## config.mk

```make
export PLATFORM = sky130hd
export DESIGN_NAME = alu_issue_unit
export DESIGN_NICKNAME = d
export VERILOG_FILES = /design/src/rtl/alu_rs_pkg.sv /design/src/rtl/alu_rs_ctrl.sv /design/src/rtl/alu_rs_datapath.sv /design/src/rtl/alu_issue_unit.sv
export SDC_FILE = /design/constraint.sdc
export NUM_CORES = 1
export LEC_CHECK = 0
export BUFFER_PORTS_ARGS = -buffer_cell sky130_fd_sc_hd__buf_4
export CORE_ASPECT_RATIO = 1.25
export CORE_UTILIZATION = 60
export CTS_CLUSTER_DIAMETER = 100
export DETAILED_ROUTE_END_ITERATION = 7
export GPL_TIMING_DRIVEN = 1
export PLACE_DENSITY = 0.81
export SLEW_MARGIN = 10
export SYNTH_ARGS = -nofsm -noshare
export SYNTH_HDL_FRONTEND = slang
export SYNTH_SLANG_ARGS = --single-unit
export TNS_END_PERCENT = 10
```

## constraint.sdc

```tcl
create_clock -name clk -period 8.3 [get_ports clk]
set_input_delay 1.66 -clock clk [delete_from_list [all_inputs] [get_ports clk]]
set_output_delay 1.66 -clock clk [all_outputs]
set_load 0.005 [all_outputs]
```

## src/rtl/alu_rs_pkg.sv

```systemverilog
package alu_rs_pkg;

  localparam int DATA_W   = 8;
  localparam int TAG_W    = 2;
  localparam int OP_W     = 3;
  localparam int RS_DEPTH = 2;

  typedef enum logic [OP_W-1:0] {
    OP_ADD = 3'b000,
    OP_SUB = 3'b001,
    OP_AND = 3'b010,
    OP_OR  = 3'b011,
    OP_XOR = 3'b100
  } aluOpE;

  typedef struct packed {
    logic [DATA_W-1:0] value;
    logic [TAG_W-1:0]  tag;
    logic              ready;
  } operandT;

  typedef struct packed {
    logic [RS_DEPTH-1:0] alloc;
    logic [RS_DEPTH-1:0] issue;
    logic                fire;
    logic                resLive;
  } rsStrobesT;

  function automatic logic [DATA_W-1:0] aluCompute(
    input aluOpE op, input logic [DATA_W-1:0] a, input logic [DATA_W-1:0] b);
    logic [DATA_W-1:0] r;
    case (op)
      OP_ADD:  r = a + b;
      OP_SUB:  r = a - b;
      OP_AND:  r = a & b;
      OP_OR:   r = a | b;
      OP_XOR:  r = a ^ b;
      default: r = '0;
    endcase
    return r;
  endfunction

  function automatic operandT wakeOperand(
    input operandT cur,
    input logic ownValid, input logic [TAG_W-1:0] ownTag, input logic [DATA_W-1:0] ownValue,
    input logic extValid, input logic [TAG_W-1:0] extTag, input logic [DATA_W-1:0] extValue);
    operandT n;
    n = cur;
    if (!cur.ready) begin
      if (ownValid && ownTag == cur.tag) begin
        n.value = ownValue;
        n.ready = 1'b1;
      end else if (extValid && extTag == cur.tag) begin
        n.value = extValue;
        n.ready = 1'b1;
      end
    end
    return n;
  endfunction

  function automatic logic [RS_DEPTH-1:0] lowestSet(input logic [RS_DEPTH-1:0] v);
    logic [RS_DEPTH-1:0] r;
    logic found;
    r = '0;
    found = 1'b0;
    for (int i = 0; i < RS_DEPTH; i++) begin
      if (v[i] && !found) begin
        r[i] = 1'b1;
        found = 1'b1;
      end
    end
    return r;
  endfunction

endpackage

```

## src/rtl/alu_rs_ctrl.sv

```systemverilog
module alu_rs_ctrl
  import alu_rs_pkg::*;
(
  input  logic                clk,
  input  logic                rstN,
  input  logic                dispValid,
  input  logic [RS_DEPTH-1:0] opsReady,
  output rsStrobesT           strb,
  output logic                rsFull,
  output logic                resValid
);

  logic [RS_DEPTH-1:0] slotValid;
  logic [RS_DEPTH-1:0] readyVec;
  logic [RS_DEPTH-1:0] issueVec;
  logic [RS_DEPTH-1:0] allocVec;
  logic                stage1Valid;
  logic                fullNow;

  assign fullNow  = &slotValid;
  assign readyVec = slotValid & opsReady;
  assign issueVec = lowestSet(readyVec);
  assign allocVec = (dispValid && !fullNow) ? lowestSet(~slotValid) : '0;

  always_comb begin
    strb.alloc   = allocVec;
    strb.issue   = issueVec;
    strb.fire    = |issueVec;
    strb.resLive = resValid;
  end

  always_ff @(posedge clk or negedge rstN) begin
    if (!rstN) begin
      slotValid   <= '0;
      stage1Valid <= 1'b0;
      resValid    <= 1'b0;
    end else begin
      slotValid   <= (slotValid & ~issueVec) | allocVec;
      stage1Valid <= |issueVec;
      resValid    <= stage1Valid;
    end
  end

  assign rsFull = fullNow;

endmodule

```

## src/rtl/alu_rs_datapath.sv

```systemverilog
module alu_rs_datapath
  import alu_rs_pkg::*;
(
  input  logic                clk,
  input  logic                rstN,
  input  rsStrobesT           strb,
  input  logic [OP_W-1:0]     dispOp,
  input  operandT             dispA,
  input  operandT             dispB,
  input  logic [TAG_W-1:0]    dispDstTag,
  input  logic                extValid,
  input  logic [TAG_W-1:0]    extTag,
  input  logic [DATA_W-1:0]   extValue,
  output logic [RS_DEPTH-1:0] opsReady,
  output logic [TAG_W-1:0]    resTag,
  output logic [DATA_W-1:0]   resValue
);

  operandT          srcA   [RS_DEPTH];
  operandT          srcB   [RS_DEPTH];
  aluOpE            slotOp [RS_DEPTH];
  logic [TAG_W-1:0] slotDst[RS_DEPTH];

  operandT dispAWoken;
  operandT dispBWoken;

  assign dispAWoken = wakeOperand(dispA, strb.resLive, resTag, resValue,
                                  extValid, extTag, extValue);
  assign dispBWoken = wakeOperand(dispB, strb.resLive, resTag, resValue,
                                  extValid, extTag, extValue);

  for (genvar i = 0; i < RS_DEPTH; i++) begin : g_slot
    operandT nextA;
    operandT nextB;

    assign nextA = wakeOperand(srcA[i], strb.resLive, resTag, resValue,
                               extValid, extTag, extValue);
    assign nextB = wakeOperand(srcB[i], strb.resLive, resTag, resValue,
                               extValid, extTag, extValue);

    always_ff @(posedge clk or negedge rstN) begin
      if (!rstN) begin
        srcA[i]    <= '0;
        srcB[i]    <= '0;
        slotOp[i]  <= OP_ADD;
        slotDst[i] <= '0;
      end else if (strb.alloc[i]) begin
        srcA[i]    <= dispAWoken;
        srcB[i]    <= dispBWoken;
        slotOp[i]  <= aluOpE'(dispOp);
        slotDst[i] <= dispDstTag;
      end else begin
        srcA[i] <= nextA;
        srcB[i] <= nextB;
      end
    end

    assign opsReady[i] = srcA[i].ready && srcB[i].ready;
  end

  aluOpE             pickOp;
  logic [DATA_W-1:0] pickA;
  logic [DATA_W-1:0] pickB;
  logic [TAG_W-1:0]  pickDst;

  always_comb begin
    pickOp  = OP_ADD;
    pickA   = '0;
    pickB   = '0;
    pickDst = '0;
    for (int i = 0; i < RS_DEPTH; i++) begin
      if (strb.issue[i]) begin
        pickOp  = slotOp[i];
        pickA   = srcA[i].value;
        pickB   = srcB[i].value;
        pickDst = slotDst[i];
      end
    end
  end

  aluOpE             s1Op;
  logic [DATA_W-1:0] s1A;
  logic [DATA_W-1:0] s1B;
  logic [TAG_W-1:0]  s1Dst;

  always_ff @(posedge clk or negedge rstN) begin
    if (!rstN) begin
      s1Op     <= OP_ADD;
      s1A      <= '0;
      s1B      <= '0;
      s1Dst    <= '0;
      resTag   <= '0;
      resValue <= '0;
    end else begin
      if (strb.fire) begin
        s1Op  <= pickOp;
        s1A   <= pickA;
        s1B   <= pickB;
        s1Dst <= pickDst;
      end
      resTag   <= s1Dst;
      resValue <= aluCompute(s1Op, s1A, s1B);
    end
  end

endmodule

```

## src/rtl/alu_issue_unit.sv

```systemverilog
module alu_issue_unit
  import alu_rs_pkg::*;
(
  input  logic              clk,
  input  logic              rstN,
  input  logic              dispValid,
  input  logic [OP_W-1:0]   dispOp,
  input  logic              dispAReady,
  input  logic [TAG_W-1:0]  dispATag,
  input  logic [DATA_W-1:0] dispAValue,
  input  logic              dispBReady,
  input  logic [TAG_W-1:0]  dispBTag,
  input  logic [DATA_W-1:0] dispBValue,
  input  logic [TAG_W-1:0]  dispDstTag,
  output logic              rsFull,
  input  logic              extValid,
  input  logic [TAG_W-1:0]  extTag,
  input  logic [DATA_W-1:0] extValue,
  output logic              resValid,
  output logic [TAG_W-1:0]  resTag,
  output logic [DATA_W-1:0] resValue
);

  rsStrobesT           strb;
  logic [RS_DEPTH-1:0] opsReady;
  operandT             dispA;
  operandT             dispB;

  assign dispA = '{value: dispAValue, tag: dispATag, ready: dispAReady};
  assign dispB = '{value: dispBValue, tag: dispBTag, ready: dispBReady};

  alu_rs_ctrl u_ctrl (
    .clk      (clk),
    .rstN     (rstN),
    .dispValid(dispValid),
    .opsReady (opsReady),
    .strb     (strb),
    .rsFull   (rsFull),
    .resValid (resValid)
  );

  alu_rs_datapath u_dp (
    .clk       (clk),
    .rstN      (rstN),
    .strb      (strb),
    .dispOp    (dispOp),
    .dispA     (dispA),
    .dispB     (dispB),
    .dispDstTag(dispDstTag),
    .extValid  (extValid),
    .extTag    (extTag),
    .extValue  (extValue),
    .opsReady  (opsReady),
    .resTag    (resTag),
    .resValue  (resValue)
  );

endmodule

```

After elaboration in Yosys (flattened, before gate mapping)

Cells that the tools add are included.

Flip-flop bits (word level): 89
Word-level logic and storage cells: 140
Input bits: 41
Output and inout bits: 12

Add/sub/neg operators: 2
Bitwise gates (word level): 8
Equal/unequal tests: 20
Mux-type cells: 54
Reductions and logical operators: 31

Operators with widths:

| operator             | number |
|---|---|
| $mux W8              | 22 |
| $mux W11             | 4 |
| $pmux W8 S5          | 1 |
| $eq A2 B2 Y1         | 12 |
| $mux W1              | 22 |
| $logic_and A1 B1 Y1  | 17 |
| $reduce_bool A3 Y1   | 4 |
| $reduce_and A2 Y1    | 5 |
| $add A8 B8 Y8        | 1 |
| $and A8 B8 Y8        | 1 |
| $ne A2 B2 Y1 const B | 4 |
| $or A8 B8 Y8         | 1 |
| $sub A8 B8 Y8        | 1 |
| $xor A8 B8 Y8        | 1 |
| $eq A3 B2 Y1 const B | 2 |
| $mux W2              | 3 |
| $mux W3              | 2 |
| $and A2 B2 Y2        | 2 |
| $not A2 Y2           | 2 |
| $eq A3 B1 Y1 const B | 1 |
| $eq A3 B3 Y1 const B | 1 |
| $logic_not A1 Y1     | 3 |
| $logic_not A3 Y1     | 1 |
| $or A2 B2 Y2         | 1 |
| $reduce_or A2 Y1     | 1 |

Depth between registers and ports, before layout

Gate-level depths: netlist of run 1.

Depth in word-level cells: 9
Depth in mapped cells: 11
Mapped depth without buffers: 11

Cells and area by module

Synthesis of run 1 repeated with hierarchy kept, for this count alone.

Cells, all modules: 563
Area, all modules: 5659.2 sq um

Modules (own cells, without submodules):

| module          | seq. area each (sq um) | area an instance (sq um) | times used | cells an instance |
|---|---|---|---|---|
| alu_rs_datapath | 2127.0                 | 5480.3                   | 1          | 545 |
| alu_rs_ctrl     | 100.1                  | 178.9                    | 1          | 18 |

Least setup slack after synthesis of run 1

Ideal clock, no wire load.

Path type: input to register
Start point: in extTag[0]
End point: reg u_dp.srcA[14] (netlist name)
Path slack: 5.152 ns
Data required time: 8.174 ns
Arrival time: 3.022 ns
Library setup time: 0.126 ns
Stages on the path: 8
Buffers on the path: 2
Path through: buf_6 > xnor2_1 > nand3_2 > nand2b_4 > buf_6 > o22a_1 > o22a_1 > a221o_1

Word-level cells in the longest chain between the ends: 6
Elaborated cells between the ends (all ways): 10
Classes of those cells: eq/ne: 2; mux: 4; reduce/logical: 4

RTL lines:

| what                            | RTL line              | source |
|---|---|---|
| from (decl)                     | alu_issue_unit.sv:17  | `input logic [TAG_W-1:0] extTag,` |
| $eq A2 B2 Y1                    | alu_rs_pkg.sv:53      | `end else if (extValid && extTag == cur.tag) begin` |
| $logic_and A1 B1 Y1             | alu_rs_pkg.sv:53      |  |
| $mux W8                         | alu_rs_pkg.sv:53      |  |
| $mux W8                         | alu_rs_pkg.sv:50      | `if (ownValid && ownTag == cur.tag) begin` |
| $mux W8                         | alu_rs_pkg.sv:49      | `if (!cur.ready) begin` |
| $mux W11                        | alu_rs_datapath.sv:47 | `end else if (strb.alloc[i]) begin` |
| to (signal, indexed assignment) | alu_rs_datapath.sv:48 | `srcA[i] <= dispAWoken;` |
| to (signal, indexed assignment) | alu_rs_datapath.sv:53 | `srcA[i] <= nextA;` |
| to (decl)                       | alu_rs_datapath.sv:19 | `operandT srcA [RS_DEPTH];` |

Parallel ways exist; a longest one is shown, timed or not.
A chain may end at the register's enable or synchronous reset.

Worst setup path in the final report of run 1

Start point: reg u_dp.s1Op[0]
End point: reg u_dp.resValue[7]

Word-level cells in the longest chain between the ends: 2
Elaborated cells between the ends (all ways): 6
Classes of those cells: eq/ne: 4; mux: 1; reduce/logical: 1

RTL lines:

| what                                       | RTL line               | source |
|---|---|---|
| from (decl)                                | alu_rs_datapath.sv:81  | `aluOpE s1Op;` |
| from (signal assigned)                     | alu_rs_datapath.sv:96  | `s1Op <= pickOp;` |
| $eq A3 B3 Y1, or another cell as far along | alu_rs_pkg.sv:32       | `case (op)` |
| $pmux W8 S5 *                              | alu_rs_pkg.sv:32       |  |
| to (signal assigned)                       | alu_rs_datapath.sv:102 | `resValue <= aluCompute(s1Op, s1A, s1B);` |
| to (decl)                                  | alu_rs_datapath.sv:16  | `output logic [DATA_W-1:0] resValue` |

Every way passes the cells marked *; elsewhere a longest branch is shown, timed or not.

==> impl_metrics.ini, run 1 <==
[setup_path]
critPathRequiredTime_ps = 8570
cpPeakStageDelay_ps = 640
end_kind = flop
cp.buffers_inverters = 2
crit_path_cell_trace = inv_1, nor3_2, mux2_2, inv_1, ha_1, nand2_1, o21ai_0, a31oi_1, o21ai_0, xnor2_1, a221o_1
arrival_ps = 3550
worst-path-max-fanout = 13
critPathTopFamily = compound AO/OA/AOI/OAI gates
cp-start-kind = flop
r2r_slack_ps = 5020
slowest_stage = dfrtp_1
crit_start = u_dp.s1Op[0]
crit_type = flop to flop
r2r-end = u_dp.resValue[7]
cp.depth = 11
rr_worst_depth = 11
r2r-start = u_dp.s1Op[0]
crit_path_end = u_dp.resValue[7]

[timing]
final-hold-violation-count = 0
slew_headroom_pct = 24.99
final.min_clock_period_ps = 3284
rsz0062_at_grt = no
drv_slew = 0
setup_viol = 0
period_share_pct = 39.57
worst_pin_slew_ps = 1125
fmax_ghz = 0.3045
skew_ps = 14.53
tns_ps = 0

[routing]
drt_iter0_drc = 494
via_count = 4742
antenna_left = 0
drc = 0
wl_microns = 14620
viasPerCell = 6.306
drtPass1Iterations = 6
drt-wirelength-per-cell_microns = 19.44

[finish]
final_layout_size_suffix_gt1_share_pct = 14.72
antenna_cells = 0
layout_commonest_cell = nand2_1
post-route-util_pct = 69.62
layout_common_cells = nand2_1 (93), dfrtp_1 (89), nor2_1 (61), buf_4 (56), mux2i_1 (35)
layout.nets = 693
area_growth_pct = 11.52

[die]
die_x_microns = 87.34
core_sq_um = 8748
io_pins = 53
die_area_sq_um = 9491
initial_core_util_pct = 62.43
rows = 38
die_h_microns = 108.7

[clock_tree]
cts_resized = 0
clk_pin_slew_worst_paths_ps = 100
post-cts-setup-buffers = 0
cts.sinks = 89
cts_tree = yes
postCtsHoldBufs = 0
htreeDepth = 3
root_buffer = clkbuf_8
cts_buffer_depth = 2
cts-buffers-inserted = 9
clock_latency_ps = 380

[placement]
place.gp.congestion = 0.9071
io_buffers = 52
hpwl_microns = 10320

[pwr]
pwr-share-clk_pct = 12.4
p_int_mw = 1.505
combinationalPowerShare_pct = 54.1
power.leakage_nw = 2.817
p_per_area_nw_per_um2 = 452.3
seqPwrFrac_pct = 33.4
peakVddDrop_mv = 0.2142
switchingPower_mw = 1.250
swShare_pct = 45.37

[logic_synthesis]
synthCells = 596
synth_area_per_cell_sq_um = 9.164
synth_fp_nets = 662
synth_warnings = 0
synth_edf_count = 0
synth_compound_area_share_pct = 19.63
ys.flop_type = dfrtp_1
syn_area_sq_um = 5461
yosys.area_share.simple_pct = 16.11
synthMuxAreaShare_pct = 7.033
ys_types = 48
synthAdderAreaFrac_pct = 5.865
synth_seq_cells = 89
synthArstFlopShare_pct = 100.0
synth_seq_area_share_pct = 40.78
synth_top_family_by_area = compound AO/OA/AOI/OAI gates
synth_xor_area_share_pct = 5.613

[global_routing]
overflow = 0
antenna_found_initial = 0
grt_pass1_wl_microns = 23160
grt_pass1_vias = 4497
grt_usage_pct = 32.73
grt_max_degree = 90

[job]
max-cap-violations = 0

[run_status]
status = complete, no violations

[hold_path]
hold_class = flop to flop
[cell families (layout without fill, tap and decap cells)]
kind of cell / Yosys count / after routing
fa+ha+maj: 25 / 25
simple gates: 201 / 201
mux: 38 / 38
buf+inv: 63 / 99
compound gates: 145 / 145
xor+xnor: 35 / 35
flops: 89 / 89
[cells in the mapped netlist (all sizes together), types with 5 or more instances]
library cell / count / share of area [%]
nand2: 93 / 6.4
o21ai: 35 / 3.2
o22ai: 8 / 0.92
xnor2: 29 / 4.7
buf: 19 / 1.9
mux2i: 35 / 6.4
clkbuf: 17 / 1.2
ha: 24 / 5.5
nand3: 13 / 1.4
nand2b: 7 / 0.94
nor3: 9 / 1.0
a221o: 16 / 2.9
dfrtp: 89 / 41
o22a: 25 / 4.2
o221a: 5 / 1.0
xor2: 6 / 0.96
a21oi: 20 / 2.1
nor2: 61 / 4.2
a221oi: 11 / 1.8
inv: 27 / 1.9
[state kept, by name (all words and copies together), names as in the netlist]
signal,cells
u_dp.s1A,8
u_dp.slotDst,4
u_dp.g_slot.nextB,4
u_dp.s1B,8
u_dp.resValue,8
u_dp.resTag,2
u_dp.srcB,18
u_dp.g_slot.nextA,4
u_dp.s1Dst,2
u_dp.srcA,18
u_ctrl.stage1Valid,1
u_ctrl.slotValid,2
u_dp.s1Op,3
u_ctrl.resValid,1
u_dp.slotOp,6
[per-stage QoR]
| stage | total power [mW] | instances | hold slack (ps) | setup slack [ps] | cell area (sq um) |
|---|---|---|---|---|---|
| 6_report | 2.755 | 752 | 365.5 | 5016 | 6091 |
| 5_1_grt | 2.957 | 752 | 375.0 | 4624 | 6091 |
| 4_1_cts | 2.743 | 752 | 366.0 | 5030 | 6091 |
| 3_5_place_dp | 2.397 | 736 | 345.7 | 4724 | 5864 |
| 3_3_place_gp | 2.320 | 736 | 337.3 | 4804 | 5864 |
| 2_1_floorplan | 1.992 | 596 | 331.2 | 5152 | 5461 |
[per-layer routing]
metal / global-route usage (%) / vias up / wire length [microns]
met5: 0 / - / 0
met4: 18.62 / 0 / 733
met3: 4.769 / 41 / 967
met2: 53.91 / 209 / 7089
met1: 41.11 / 2320 / 5833
li1: - / 2172 / -
[worst min-delay path by stage]
| stage | slack [ps] | startpoint | depth (start not counted) | endpoint |
|---|---|---|---|---|
| after CTS | 370 | u_ctrl.stage1Valid | 0 | u_ctrl.resValid |
| after global routing | 380 | u_ctrl.stage1Valid | 0 | u_ctrl.resValid |
| after detailed placement | 350 | u_ctrl.stage1Valid | 0 | u_ctrl.resValid |
| final | 370 | u_ctrl.stage1Valid | 0 | u_ctrl.resValid |
| after floorplan | 330 | u_ctrl.stage1Valid | 0 | u_ctrl.resValid |
| after global placement | 340 | u_ctrl.stage1Valid | 0 | u_ctrl.resValid |
[power groups by stage]
stage	sequential [mW]	combinational [mW]	clock, mW
after floorplan	0.803	1.19	0
after global placement	0.906	1.41	0
after detailed placement	0.920	1.48	0
after CTS	0.911	1.49	0.345
after global routing	0.941	1.66	0.360
final	0.921	1.49	0.342
[cell type report]
cell class / count / area, sq um
multi-input cells: 444 / 2965
fillers: 718 / 2658
flip-flops and latches: 89 / 2227
repair buffers: 56 / 420.4
well taps: 120 / 150.1
clock buffers: 9 / 123.9
clock inverters: 7 / 102.6
inverters: 27 / 101.3
(Power assumes the default switching activity.)
==> inputs of run 2 (changes only) <==
--- a/config.mk
+++ b/config.mk
@@ -5,13 +5,14 @@
 export SDC_FILE = /design/constraint.sdc
 export NUM_CORES = 1
 export LEC_CHECK = 0
+export ABC_AREA = 1
 export BUFFER_PORTS_ARGS = -buffer_cell sky130_fd_sc_hd__buf_4
 export CORE_ASPECT_RATIO = 1.25
 export CORE_UTILIZATION = 60
 export CTS_CLUSTER_DIAMETER = 100
 export DETAILED_ROUTE_END_ITERATION = 7
 export GPL_TIMING_DRIVEN = 1
-export PLACE_DENSITY = 0.81
+export PLACE_DENSITY = 0.8
 export SLEW_MARGIN = 10
 export SYNTH_ARGS = -nofsm -noshare
 export SYNTH_HDL_FRONTEND = slang
==> constraint.sdc (replaced) <==
create_clock -name clk -period 3.05 [get_ports clk]
set_input_delay 0.61 -clock clk [delete_from_list [all_inputs] [get_ports clk]]
set_output_delay 0.61 -clock clk [all_outputs]
set_load 0.005 [all_outputs]
==> run 2 against run 1 <==
  * Flip-flop and latch count is the same
  * First-iteration DRC count increased by 41%
  * Sequential share of layout area decreased by 4.8 points
  * Non-clock buffer count up 5
  * Critical endpoint unchanged
  * Largest power group unchanged
  * Wire length up 30%
  * Combinational power grew to 3.1 times the previous value
  * Largest cell class unchanged
  * Clock skew decreased by 5.6 ps
  * Global-route usage up 4.4 points
  * Final cell count is 44% higher
  * Worst setup slack lost 4500 ps
==> impl_metrics.ini, run 2 <==
[pwr]
peakVddDrop_mv = 0.6119
power.leakage_nw = 3.821
p_per_area_nw_per_um2 = 1153

[logic_synthesis]
synthArstFlopShare_pct = 100.0
synth_seq_cells = 89
syn_area_sq_um = 6220
ys.flop_type = dfrtp_1
post-synth-top-area-cell = dfrtp_1
synth_warnings = 0
yosys.area.top_type_share_pct = 35.81
synth_fp_nets = 965
synth_seq_area_share_pct = 35.81
synthTopCellsByArea = dfrtp_1 (36%), nand2_1 (18%), nand3_1 (8.0%), inv_1 (7.1%), ha_1 (4.8%)
synth_area_per_cell_sq_um = 6.918
netlist_top_cells_count = nand2_1 (293), inv_1 (117), nand3_1 (99)
yosys.cell_count.top_type = nand2_1
synth_edf_count = 0
synthCells = 899
ys_types = 43

[die]
rows = 41
die_x_microns = 93.07
initial_core_util_pct = 61.55
die_area_sq_um = 10780
core_sq_um = 10110
io_pins = 53
die_h_microns = 115.8

[setup_path]
worst-path-max-fanout = 4
cp-start-kind = flop
critPathRequiredTime_ps = 3280
arrival_ps = 2750
crit_type = flop to flop
end_kind = flop

[timing]
rsz0062_at_grt = no
worst_pin_slew_ps = 1026
fmax_ghz = 0.3968
final-hold-violation-count = 0
final.min_clock_period_ps = 2520
tns_ps = 0
drv_slew = 0
skew_ps = 8.958
slew_headroom_pct = 31.05
period_share_pct = 82.62
setup_viol = 0

[routing]
drt_iter0_drc = 699
drt-wirelength-per-cell_microns = 17.51
via_count = 6291
antenna_left = 0
drtPass1Iterations = 6
viasPerCell = 5.814
drc = 0
wl_microns = 18950

[finish]
layout.nets = 1014
layout_common_cells = nand2_1 (293), inv_1 (117), nand3_1 (99), dfrtp_1 (89), nor2_1 (61)
final_layout_size_suffix_gt1_share_pct = 13.01
area_growth_pct = 12.79
stdcell_count = 1082
reg.largest.list = u_dp.srcA: 18 flops, u_dp.srcB: 18 flops
antenna_cells = 0
design_area_sq_um = 7015
layout_commonest_cell = nand2_1

[clock_tree]
postCtsHoldBufs = 0
cts_tree = yes
post-cts-setup-buffers = 0
root_buffer = clkbuf_16
cts-buffers-inserted = 9
cts_resized = 0
cts_buffer_depth = 2
cts.sinks = 89
clock_latency_ps = 350
clk_pin_slew_worst_paths_ps = 70
htreeDepth = 3

[global_routing]
grt_usage_pct = 37.09
antenna_found_initial = 0
grt_pass1_wl_microns = 30060
overflow = 0
grt_pass1_vias = 5982
grt_max_degree = 49

[placement]
dp_cells = 1066
place.gp.congestion = 1.012
placed_area_sq_um = 6718
hpwl_microns = 14130
io_buffers = 52

[hold_path]
hold_class = primary input to asynchronous set/reset pin

[run_status]
status = complete, no violations

[job]
max-cap-violations = 0
[run 2: logic make-up after synthesis]
family                   count (synthesis)  share of synthesized area [%]
AND/OR/NAND/NOR                        502                          35.85
buffers and inverters                  155                          10.12
AO/OA/AOI/OAI                          119                          11.39
adder cells (fa/ha/maj)                 25                          5.150
XOR/XNOR                                 9                          1.690
flip-flops                              89                          35.81
[run 2: critical path, stage by stage (launching register included)]
cell and delay, ps:
dfrtp_1 420, inv_1 140, ha_1 160, inv_1 50, nor3_1 130, inv_1 70, o31ai_1 250, xor2_1 170
inv_1 50, ha_1 310, a21oi_1 140, a21boi_0 180, nand2_1 90, inv_1 60, nand3_1 60, nand3_1 70
nand2_1 50
[run 2: worst paths after layout]
path	slack, ps	startpoint	to	cells past startpoint
max	530	u_dp.s1B[0]	u_dp.resValue[7]	16
min	240	rstN	u_dp.resValue[4]	1
max reg2reg	530	u_dp.s1B[0]	u_dp.resValue[7]	16
min reg2reg	360	u_ctrl.stage1Valid	u_ctrl.resValid	0
max in group asynchronous	2150	rstN	u_dp.srcB[9]	2
min in group clk	360	u_ctrl.stage1Valid	u_ctrl.resValid	0
[run 2: per-layer routing]
layer	vias up	part of all wire (%)	GRT usage, %
met5	-	0	0
met4	0	4.8	18.87
met3	71	6.8	6.496
met2	292	50	63.09
met1	2950	39	45.24
li1	2978	-	-
[run 2: area by class of cell]
class | instances | area [sq um]
Inverter | 132 | 495.5
Clock inverter | 7 | 72.57
Clock buffer | 9 | 225.2
Fill cell | 848 | 3090
Multi-Input combinational cell | 655 | 3363
Sequential cell | 89 | 2227
Timing Repair Buffer | 61 | 470.5
Tap cell | 129 | 161.4
[run 2: report_power, final]
group | internal (mW) | total, mW | switching, mW | leakage, nW
registers | 1.78 | 2.38 | 0.603 | 1.09
logic | 1.62 | 4.58 | 2.96 | 2.59
clock network | 0.577 | 1.13 | 0.548 | 0.143
total | 3.98 | 8.09 | 4.11 | 3.82
[run 2: per-stage QoR]
| step | setup slack [ps] | util (%) | total power [mW] | hold WS [ps] |
|---|---|---|---|---|
| global route | 303.9 | 69.42 | 8.728 | 280.3 |
| floorplan | 773.5 | - | 5.556 | 314.4 |
| CTS | 542.1 | 69.42 | 8.016 | 263.2 |
| global placement | 624.6 | 66.47 | 6.689 | 337.8 |
| finish | 529.9 | 69.42 | 8.091 | 242.3 |
| detailed placement | 567.8 | 66.47 | 6.854 | 345.7 |
==> inputs of run 3 (changes only) <==
==> constraint.sdc (replaced) <==
create_clock -name clk -period 2.48 [get_ports clk]
set_input_delay 0.496 -clock clk [delete_from_list [all_inputs] [get_ports clk]]
set_output_delay 0.496 -clock clk [all_outputs]
set_load 0.005 [all_outputs]
==> run 3 against run 2 <==
  * Final cell count is 0.37% higher
  * Worst setup slack lost 400 ps
  * Global-route usage decreased by 0.59 points
  * Die area unchanged
  * Clock skew is essentially flat
  * Sequential share of layout area down 0.30 points
  * Critical endpoint unchanged
  * Largest cell class unchanged
  * Highest routed layer unchanged
==> impl_metrics.ini, run 3 (synthesis gave the netlist of run 2 again) <==
[run_status]
status = complete, no violations

[finish]
layout_commonest_cell = nand2_1
layout.nets = 1018
seqCellArea_sq_um = 2227
stdcell_count = 1086
multi_input_area_sq_um = 3398
area_growth_pct = 13.86
layout_common_cells = nand2_1 (293), inv_1 (117), nand3_1 (98), dfrtp_1 (89), buf_4 (64)
final_layout_size_suffix_gt1_share_pct = 14.00
n_fill_cell = 878
design_area_sq_um = 7082
post-route-util_pct = 70.08
reg.largest.list = u_dp.srcA: 18 flops, u_dp.srcB: 18 flops
antenna_cells = 0

[timing]
final.min_clock_period_ps = 2349
skew_ps = 8.788
final-hold-violation-count = 0
worst_pin_slew_ps = 776.9
setup_slack_ps = 130.9
fmax_ghz = 0.4257
slew_headroom_pct = 48.08
tns_ps = 0
setup_viol = 0
hold_ws_ps = 155.3
period_share_pct = 94.72
drv_slew = 0

[setup_path]
cpPeakStageDelay_ps = 430
critPathRequiredTime_ps = 2700
arrival_ps = 2570
crit_type = flop to flop
slowest_stage = dfrtp_1
crit_path_cell_trace = inv_1, nand3_2, nand2_1, nand2_1, xor2_1, inv_1, ha_1, nand2_1, inv_1, a21boi_2, nand2_1, inv_1, nand3_1, nand3_1, nand2_1
crit_path_frequent_cell = nand2_1
worst-path-max-fanout = 8
end_kind = flop
cp-start-kind = flop

[clock_tree]
postCtsHoldBufs = 0
root_buffer = clkbuf_16
htreeDepth = 3
post-cts-setup-buffers = 0
cts_buffer_depth = 2
cts_tree = yes
cts-buffers-inserted = 9
clock_latency_ps = 340
clk_pin_slew_worst_paths_ps = 70
cts.sinks = 89

[global_routing]
overflow = 0
antenna_found_initial = 0
grt_max_degree = 47
grt_pass1_wl_microns = 29920
grt_pass1_vias = 5999
grt_usage_pct = 36.50

[placement]
dp_cells = 1070
io_buffers = 52
placed_area_sq_um = 6748
place.gp.congestion = 0.9531
hpwl_microns = 14050
dp_slack_ps = -8.463

[routing]
drt_iter0_drc = 517
wl_microns = 18690
drc = 0
drtPass1Iterations = 6
via_count = 6304
drt-wirelength-per-cell_microns = 17.21
antenna_left = 0
viasPerCell = 5.805

[die]
die_x_microns = 93.07
core_sq_um = 10110
initial_core_util_pct = 61.55
io_pins = 53
die_h_microns = 115.8
die_area_sq_um = 10780
rows = 41

[pwr]
p_per_area_nw_per_um2 = 1427
power.leakage_nw = 3.849
p_total_mw = 10.10
peakVddDrop_mv = 0.8062

[hold_path]
hold_class = primary input to asynchronous set/reset pin

[job]
max-cap-violations = 0
[run 3: cell types whose count changed in the layout (fill, tap and decap cells not counted), sizes merged]
cell | previous run | this run
buf | 61 | 65
clkinvlp | 1 | 0
inv | 132 | 133
[run 3: layer usage]
metal | wire (microns) | vias to the layer above | global-route usage, % | part of all wire (%)
li1 | - | 2983 | - | -
met1 | 7345 | 2954 | 45.27 | 39
met3 | 1228 | 67 | 5.052 | 6.6
met5 | 0 | - | 0 | 0
met2 | 9282 | 300 | 62.35 | 50
met4 | 837 | 0 | 18.26 | 4.5
[run 3: path summary, 6_finish.rpt]
| kind | startpoint | endpoint | slack, ps | cells past startpoint |
|---|---|---|---|---|
| worst max register to register | u_dp.s1Op[2] | u_dp.resValue[7] | 130 | 15 |
| worst min-delay path | rstN | u_dp.resValue[2] | 160 | 1 |
| min in group clk | u_dp.s1Dst[0] | u_dp.resTag[0] | 390 | 0 |
| worst max-delay path | u_dp.s1Op[2] | u_dp.resValue[7] | 130 | 15 |
| worst min register to register | u_dp.s1Dst[0] | u_dp.resTag[0] | 390 | 0 |
| max in group asynchronous | rstN | u_dp.s1B[4] | 1650 | 2 |
[run 3: critical path, delay by kind of cell (launching register included)]
family | cells | cell delay, ps
simple gates | 8 | 880
fa+ha+maj | 1 | 330
flops | 1 | 430
compound gates | 1 | 150
xor+xnor | 1 | 130
buf+inv | 4 | 320
[run 3: what timing repair did]
item / 4_1_cts / 5_1_grt
pin swaps: 0 / 0
resized for setup: 1 / 7
cloned: 0 / 0
endpoints found under the setup margin: 1 / 3
endpoints found under the hold margin: 0 / 0
[run 3: layout make-up]
type | instances | share of cell area (%)
Multi-Input combinational cell | 655 | 47.99
Timing Repair Buffer | 65 | 7.067
Sequential cell | 89 | 31.45
Tap cell | 129 | 2.279
Clock inverter | 7 | 1.042
Clock buffer | 9 | 3.180
Inverter | 132 | 6.996
[run 3: where the power goes]
| group | internal (mW) | leakage [nW] | switching (mW) |
|---|---|---|---|
| clock | 0.715 | 0.147 | 0.675 |
| sequential | 2.19 | 1.09 | 0.760 |
| combinational | 2.08 | 2.62 | 3.69 |
| total | 4.98 | 3.85 | 5.12 |
